### config.mk
export PLATFORM = sky130hd
export DESIGN_NAME = pacc_unit
export DESIGN_NICKNAME = d
export VERILOG_FILES = /design/src/rtl/pacc_pkg.sv /design/src/rtl/pacc_decode.sv /design/src/rtl/pacc_mul.sv /design/src/rtl/pacc_adder.sv /design/src/rtl/pacc_unit.sv
export SDC_FILE = /design/constraint.sdc
export NUM_CORES = 2
export LEC_CHECK = 0
export ABC_AREA = 1
export BUFFER_PORTS_ARGS = -buffer_cell sky130_fd_sc_hd__buf_4
export CORE_UTILIZATION = 35
export DETAILED_ROUTE_END_ITERATION = 12
export PLACE_DENSITY_LB_ADDON = 0.3
export SYNTH_ARGS = -nofsm -noshare
export SYNTH_HDL_FRONTEND = slang
export SYNTH_HIERARCHICAL = 1
export SYNTH_SLANG_ARGS = --single-unit
### constraint.sdc
create_clock -name clk -period 13.9 [get_ports clk]
set_input_delay 1.39 -clock clk [delete_from_list [all_inputs] [get_ports clk]]
set_output_delay 1.39 -clock clk [all_outputs]
set_load 0.02 [all_outputs]
### src/rtl/pacc_pkg.sv
// Package: shared constants and decoded-control type for the register-pair
// arithmetic unit. Assumes the fixed 32-bit instruction layout.
package pacc_pkg;

    localparam int unsigned INSN_W   = 32;
    localparam logic [5:0]  MAJOR_OP = 6'h14;

    // Source of the carry into the 64-bit adder
    typedef enum logic [1:0] {
        CIN_ZERO  = 2'd0,
        CIN_ONE   = 2'd1,
        CIN_FLAG  = 2'd2,
        CIN_NFLAG = 2'd3
    } cin_sel_e;

    typedef struct packed {
        logic     illegal;
        logic     use_acc;
        logic     use_mul;
        logic     mul_signed;
        cin_sel_e cin_sel;
        logic     invert;
        logic     keep_cy;
        logic     keep_ov;
    } pacc_ctrl_t;

endpackage

### src/rtl/pacc_decode.sv
// Decoder: turns the instruction word into adder/multiplier controls.
// Assumes the layout major[31:26], suppress-ov[5], suppress-cy[4], sub[3:0];
// register-number fields are ignored here.
module pacc_decode
    import pacc_pkg::*;
(
    input  logic [INSN_W-1:0] insn_i,
    output pacc_ctrl_t        ctrl_o
);

    logic [3:0] sub_op;
    assign sub_op = insn_i[3:0];

    // Map the sub-opcode to controls and flag the encodings with no meaning
    always_comb begin
        ctrl_o            = '0;
        ctrl_o.cin_sel    = CIN_ZERO;
        ctrl_o.keep_cy    = ~insn_i[4];
        ctrl_o.keep_ov    = ~insn_i[5];
        unique case (sub_op)
            4'b0000: begin ctrl_o.use_acc = 1'b1; end
            4'b0001: begin ctrl_o.use_acc = 1'b1; ctrl_o.cin_sel = CIN_ONE;   ctrl_o.invert = 1'b1; end
            4'b0010: begin ctrl_o.use_acc = 1'b1; ctrl_o.cin_sel = CIN_FLAG; end
            4'b0011: begin ctrl_o.use_acc = 1'b1; ctrl_o.cin_sel = CIN_NFLAG; ctrl_o.invert = 1'b1; end
            4'b0100: begin ctrl_o.use_mul = 1'b1; ctrl_o.mul_signed = 1'b1; end
            4'b0101: begin ctrl_o.use_mul = 1'b1; end
            4'b0110: begin ctrl_o.use_acc = 1'b1; ctrl_o.use_mul = 1'b1; ctrl_o.mul_signed = 1'b1; end
            4'b0111: begin ctrl_o.use_acc = 1'b1; ctrl_o.use_mul = 1'b1; end
            4'b1000: begin ctrl_o.use_acc = 1'b1; ctrl_o.use_mul = 1'b1; ctrl_o.mul_signed = 1'b1;
                           ctrl_o.cin_sel = CIN_ONE; ctrl_o.invert = 1'b1; end
            4'b1001: begin ctrl_o.use_acc = 1'b1; ctrl_o.use_mul = 1'b1;
                           ctrl_o.cin_sel = CIN_ONE; ctrl_o.invert = 1'b1; end
            default: begin ctrl_o.illegal = 1'b1; end
        endcase
        if (insn_i[31:26] != MAJOR_OP) begin
            ctrl_o.illegal = 1'b1;
        end
    end

endmodule

### src/rtl/pacc_mul.sv
// Multiplier: full-width product of two XLEN-bit words, with each operand
// sign- or zero-extended by one control. Purely combinational.
module pacc_mul #(
    parameter int unsigned XLEN = 32
) (
    input  logic              is_signed_i,
    input  logic [XLEN-1:0]   x_i,
    input  logic [XLEN-1:0]   y_i,
    output logic [2*XLEN-1:0] prod_o
);

    localparam int unsigned EXT_W  = XLEN + 1;
    localparam int unsigned FULL_W = 2 * EXT_W;

    logic signed [EXT_W-1:0]  x_ext;
    logic signed [EXT_W-1:0]  y_ext;
    logic signed [FULL_W-1:0] full;

    // Extend both operands by one bit so a single signed multiplier serves both modes
    always_comb begin
        x_ext  = {is_signed_i & x_i[XLEN-1], x_i};
        y_ext  = {is_signed_i & y_i[XLEN-1], y_i};
        full   = FULL_W'(x_ext) * FULL_W'(y_ext);
        prod_o = full[2*XLEN-1:0];
    end

endmodule

### src/rtl/pacc_adder.sv
// Adder: acc + (invert ? ~p : p) + cin over DLEN bits, returning the sum,
// the raw carry-out and the signed-overflow indication of that addition.
module pacc_adder #(
    parameter int unsigned DLEN = 64
) (
    input  logic [DLEN-1:0] acc_i,
    input  logic [DLEN-1:0] p_i,
    input  logic            invert_i,
    input  logic            cin_i,
    output logic [DLEN-1:0] sum_o,
    output logic            carry_o,
    output logic            ovf_o
);

    logic [DLEN-1:0] addend;
    logic [DLEN:0]   wide;

    // Form the second addend and the carry-extended sum
    always_comb begin
        addend  = invert_i ? ~p_i : p_i;
        wide    = {1'b0, acc_i} + {1'b0, addend} + {{DLEN{1'b0}}, cin_i};
        sum_o   = wide[DLEN-1:0];
        carry_o = wide[DLEN];
        ovf_o   = (acc_i[DLEN-1] == addend[DLEN-1]) && (wide[DLEN-1] != acc_i[DLEN-1]);
    end

endmodule

### src/rtl/pacc_unit.sv
// Top: register-pair add / multiply-accumulate unit. Decodes the instruction,
// forms the operand (product or rb:rc), adds it to the pair or zero, and
// registers result, flags and enables one cycle after start_i.
// Assumes the register file supplies operands in the start cycle.
module pacc_unit
    import pacc_pkg::*;
#(
    parameter int unsigned XLEN = 32
) (
    input  logic                clk,
    input  logic                rst_n,
    input  logic                start_i,
    input  logic [INSN_W-1:0]   insn_i,
    input  logic [XLEN-1:0]     rd_val_i,
    input  logic [XLEN-1:0]     ra_val_i,
    input  logic [XLEN-1:0]     rb_val_i,
    input  logic [XLEN-1:0]     rc_val_i,
    input  logic                cy_i,
    output logic                valid_o,
    output logic                illegal_o,
    output logic [2*XLEN-1:0]   result_o,
    output logic                cy_o,
    output logic                cy_we_o,
    output logic                ov_o,
    output logic                ov_we_o
);

    localparam int unsigned DLEN = 2 * XLEN;

    pacc_ctrl_t      ctrl;
    logic [DLEN-1:0] prod;
    logic [DLEN-1:0] p_opnd;
    logic [DLEN-1:0] acc_term;
    logic            cin;
    logic [DLEN-1:0] sum;
    logic            carry_raw;
    logic            ovf;

    pacc_decode u_dec (
        .insn_i (insn_i),
        .ctrl_o (ctrl)
    );

    pacc_mul #(.XLEN(XLEN)) u_mul (
        .is_signed_i (ctrl.mul_signed),
        .x_i         (rb_val_i),
        .y_i         (rc_val_i),
        .prod_o      (prod)
    );

    // Choose the operand, accumulator term and carry-in from the decoded controls
    always_comb begin
        p_opnd   = ctrl.use_mul ? prod : {rb_val_i, rc_val_i};
        acc_term = ctrl.use_acc ? {rd_val_i, ra_val_i} : '0;
        unique case (ctrl.cin_sel)
            CIN_ONE:   cin = 1'b1;
            CIN_FLAG:  cin = cy_i;
            CIN_NFLAG: cin = ~cy_i;
            default:   cin = 1'b0;
        endcase
    end

    pacc_adder #(.DLEN(DLEN)) u_add (
        .acc_i    (acc_term),
        .p_i      (p_opnd),
        .invert_i (ctrl.invert),
        .cin_i    (cin),
        .sum_o    (sum),
        .carry_o  (carry_raw),
        .ovf_o    (ovf)
    );

    // Output registers: capture on start, pulse-type strobes clear otherwise
    always_ff @(posedge clk) begin
        if (!rst_n) begin
            valid_o   <= 1'b0;
            illegal_o <= 1'b0;
            cy_we_o   <= 1'b0;
            ov_we_o   <= 1'b0;
            cy_o      <= 1'b0;
            ov_o      <= 1'b0;
            result_o  <= '0;
        end else begin
            valid_o   <= start_i & ~ctrl.illegal;
            illegal_o <= start_i &  ctrl.illegal;
            cy_we_o   <= start_i & ~ctrl.illegal & ctrl.keep_cy;
            ov_we_o   <= start_i & ~ctrl.illegal & ctrl.keep_ov;
            if (start_i) begin
                result_o <= sum;
                cy_o     <= carry_raw ^ ctrl.invert;
                ov_o     <= ovf;
            end
        end
    end

    // an illegal operation never produces valid or flag writes
    a_r9_illegal_quiet: assert property (@(posedge clk) disable iff (!rst_n)
        illegal_o |-> (!valid_o && !cy_we_o && !ov_we_o));

    // a legal accepted operation yields valid in the next cycle
    a_r10_valid_follows: assert property (@(posedge clk) disable iff (!rst_n)
        (start_i && !ctrl.illegal) |=> valid_o);

    // no start means no strobes next cycle
    a_r10_idle_quiet: assert property (@(posedge clk) disable iff (!rst_n)
        !start_i |=> (!valid_o && !illegal_o && !cy_we_o && !ov_we_o));

    // carry-suppress bit blocks the carry write
    a_r8_cy_suppressed: assert property (@(posedge clk) disable iff (!rst_n)
        (start_i && insn_i[4]) |=> !cy_we_o);

    // overflow-suppress bit blocks the overflow write
    a_r8_ov_suppressed: assert property (@(posedge clk) disable iff (!rst_n)
        (start_i && insn_i[5]) |=> !ov_we_o);

    // write enables only accompany a valid result
    a_r10_we_needs_valid: assert property (@(posedge clk) disable iff (!rst_n)
        (cy_we_o || ov_we_o) |-> valid_o);

endmodule

# Word-level counts from Yosys, hierarchy flattened
# Cells that the tools add are included.
# word_totals
reg_bits	70
input_bits	164
output_inout_bits	70
elab_cells	56
# classes
n_mul	1
n_addsub	2
n_reduce_logical	8
bitwise	12
n_eq_ne	15
n_mux	11
# ops
operator	count
2-to-1 mux 64 bit	3
adder 64 x 64 -> 65 bit	1
adder 65 x 1 -> 65 bit	1
multiplier 33 x 33 -> 64 bit	1
inverter 64 bit	1
equality test 4 x 3 -> 1 bit, second input constant	4
OR reduction 10 bit	1
equality test 4 x 2 -> 1 bit, second input constant	2
equality test 4 bit, second input constant	2
OR reduction 8 bit	1
AND 1 bit	6
2-to-1 mux 1 bit	6
!= test 6 x 5 -> 1 bit, second input constant	1
case mux 2 bit (3 select lines)	1
OR reduction 3 bit	2
OR reduction 6 bit	1
equality test 2 bit, second input constant	2
equality test 4 x 1 -> 1 bit, second input constant	1
logical NOT 4 bit	1
inverter 1 bit	4
OR reduction 4 bit	1
case mux 1 bit (3 select lines)	1
equality test 2 x 1 -> 1 bit, second input constant	1
equality test 1 bit	1
other kinds (3)	3

# Longest topological paths before layout
# logic_depth
ltp_word	12
ltp_mapped	54
mapped_depth_nobuf	54

# By module
# Netlist, hierarchy kept.
# modules_own_cells
module	seq_area_each_um2	cells_per_inst	area_each_um2	n_inst
pacc_mul	0.0	5145	40184.8	1
pacc_adder	0.0	1157	5969.5	1
pacc_unit	1401.3	649	3915.0	1
pacc_decode	0.0	29	123.9	1

# Worst setup path after synthesis
# Ideal clock, no wire load.
# synth_path
path_kind	input to register
from	input insn_i[3]
to	register result_o[61]
slack_ns	3.613
arrival_time_ns	10.172
cell_stages	46
required_ns	13.784
setup_time_ns	0.116
path_cell_list	inv_2 nor2_2 nand2_1 nand3_1 nand2_1 inv_1 buf_2 nand2_1 inv_1 fa_1 fa_1 fa_1 inv_1 fa_1 inv_1 fa_1 fa_1 inv_1 (+10 left out) nand2_1 nand4_1 nand2_1 nand2_1 o21ai_1 xor2_1 ha_1 nand2_1 nor2_1 inv_1 nor2_1 inv_1 nor4_1 nand2_1 nand3_1 nand2_1 nor2_1 nor2_1
# synth_rtl
element	line_no	text
start, declared	pacc_unit.sv:13	input logic [INSN_W-1:0] insn_i,
end signal, assigned	pacc_unit.sv:89	result_o <= sum;
end, declared	pacc_unit.sv:21	output logic [2*XLEN-1:0] result_o,

==> flow_summary.yaml <==
global_route:
  first_global_vias: 45300
  track_usage_pct: 23.4
  busiest_layer: "met2"
  antenna_found_initial: 5
  grt_use_met3_pct: 1.83
  met1_usage_pct: 31.4
  grt_first_pass_wirelength_um: 261000
  grt_overflow: 0
  grt_max_degree: 112
  grtUsageMet2_pct: 40.5
timing:
  worstMarginPinSlew_ns: 1.13
  slew_headroom_pct: 24.5
  finalHoldViolCount: 0
  rsz0062_at_grt: "false"
  maxSlewViolCount: 0
  min_period_over_period_pct: 81.4
  layout_min_cycle_time_ns: 11.32
  fin_skew_ns: 0
  setup-violations-final: 0
  fin_ws_ns: 2.58
  worst_hold_slack_ns: 0.497
  max_clock_freq_mhz: 88.3
  fin_tns_setup_ns: 0
cts:
  cts-buffers-inserted: 9
  clk_pin_slew_worst_paths_ns: 0.06
  cts-resized-gates: 0
  clk_latency_ns: 0.34
  postCtsSetupBuffers: 0
  root_buffer: "clkbuf_16"
  cts_max_path_buffers: 2
  cts_num_sinks: 70
  cts_hold_buf: 0
  htree_levels: 3
  cts_tree: "done"
detailed_routing:
  wl_um: 168000
  antenna_left: 0
  wl_per_cell_um: 18.7
  drc: 0
  first_pass_iters: 6
  drt_iter0_markers: 2591
  vias: 42700
  routed_via_density: 4.75
min_path:
  hold_path_end: "result_o[49]$_SDFFE_PN0P_"
  hold_start: "result_o[49]$_SDFFE_PN0P_"
  hp-class: "register to register"
  min_path_cells: 2
setup_path:
  cpMaxStageDelayCell: "fa_1"
  critPathTopFamily: "adder cells"
  crit_top_cell: "nand2_1"
  critPathMaxStageDelay_ns: 0.59
  critPathMaxFanout: 9
  arrival_ns: 11.56
  cp-start-kind: "primary input"
  crit_path_end_kind: "register"
  rr_endpoint: "result_o[57]$_SDFFE_PN0P_"
  reg2reg_from: "result_o[57]$_SDFFE_PN0P_"
  cp_num_buf_inv: 12
  r2r_cells: 2
  r2r_slack_ns: 13.23
  critPathKind: "primary input to register"
  crit_required_ns: 14.14
floorplan:
  fp.dieW_um: 381
  rows: 138
  fp.dieH_um: 381
  initial_utilization_pct: 35.4
  ios: 234
  die_area_um2: 145000
  core_um2: 142000
logic_synthesis:
  synth_cell_types: 41
  synth_area_per_cell_um2: 7.19
  yosys-top-cells-area: "fa_1 (45%), inv_1 (15%), nand2_1 (15%), ha_1 (6.9%), dfxtp_1 (2.8%)"
  syn_nets: 8546
  ys_seq_elements: 70
  yosysTopAreaCell: "fa_1"
  yosys.area.top_type_share_pct: 44.9
  ys_warn_count: 6
  ys_async_sr_fraction_pct: 0
  syn_area_um2: 50200
  synth_flop_cell: "dfxtp_1"
  synth-edff-count: 0
  ys_seq_area_share_pct: 2.79
  syn_inst: 6980
place:
  dp_slack_ns: 2.29
  gp_congestion: 0.997
  io_buffers: 213
  dp_hpwl_um: 138000
layout:
  drive_above_1_share_pct: 8.00
  num_antenna_cells: 0
  post-route-util_pct: 38.6
  finalNetCount: 8659
  area_delta_synth_final_pct: 9.05
run_status:
  status: "complete, no violations"
job:
  maxCapViolations: 0
==> cell families (layout without fill, tap and decap cells) <==
| kind of cell | after synthesis | in the layout | share of synthesized area [%] |
|---|---|---|---|
| compound gates | 415 | 415 | 4.41 |
| xor+xnor | 139 | 139 | 2.43 |
| flops | 70 | 70 | 2.79 |
| simple gates | 2659 | 2659 | 21.2 |
| fa+ha+maj | 1402 | 1402 | 51.8 |
| buf+inv | 2295 | 2413 | 17.3 |
==> worst max-delay path by stage <==
stage	from	endpoint	depth (start not counted)
floorplan	insn_i[3]	result_o[61]$_SDFFE_PN0P_	46
detailed placement	insn_i[3]	cy_o$_SDFFE_PN0P_	54
CTS	insn_i[3]	cy_o$_SDFFE_PN0P_	54
global placement	insn_i[2]	result_o[56]$_SDFFE_PN0P_	47
finish	insn_i[1]	result_o[62]$_SDFFE_PN0P_	48
global route	insn_i[3]	cy_o$_SDFFE_PN0P_	57
==> cell type report <==
type	count	area [um^2]
clock buffer	9	225
clock inverter	7	57.6
fill	15200	87200
inverter	1985	7450
multi-input combinational	4615	40100
sequential	70	1400
tap	1890	2360
timing repair buffer	412	3110
==> flip-flops by register name, indices dropped and copies added (netlist names) <==
| register | flops |
|---|---|
| ov_o | 1 |
| result_o | 64 |
| cy_we_o | 1 |
| valid_o | 1 |
| cy_o | 1 |
| ov_we_o | 1 |
| illegal_o | 1 |
==> stage by stage <==
stage / std cells / area [um^2]
after global placement: 8972 / 54500
final: 8988 / 54700
after detailed placement: 8972 / 54500
after CTS: 8988 / 54700
after floorplan: 6980 / 50200
after global routing: 8988 / 54700
==> placed cells by master (no fill, tap or decap), types with 67 or more instances in the layout <==
master   synthesis  final
o21ai_0        143    142
ha_1           275    275
xor2_1         131    131
a21oi_1        156    156
buf_4            2    411
fa_1          1127   1127
nor2_2          67     67
nor2_1         371    371
inv_1         1979   1979
dfxtp_1         70     70
nand3_1        130    130
nand2_1       1974   1973
==> worst register-to-register path, cell delays in order, from the launching register on <==
cell and delay [ns]:
dfxtp_1 0.31, o21ai_0 0.19, nor2_1 0.06
==> synthesized netlist by cell type (all sizes together) (2+ instances only) <==
master and n:
a21oi 159, nand2 2009, nand4 29, a21o 4, nand3 141, xor2 131, nor3 21, dfxtp 70
inv 1985, or2 7, fa 1127, xnor2 8, buf 35, clkbuf 275, ha 275, nor4 5
a31oi 2, and2 2, o21a 2, nor2 438, o21ai 211, nand3b 6, a21boi 2, o21bai 33
==> per-layer routing <==
metal  vias to the layer above  share of wire, %
li1                      19900                 -
met1                     21400                44
met2                      1198                48
met3                       206               4.9
met4                         2               3.1
met5                         -            0.0077
Power is left out: the tool's default activity adds up to more than one toggle a clock period on the data nets, which glitch-free logic cannot reach.
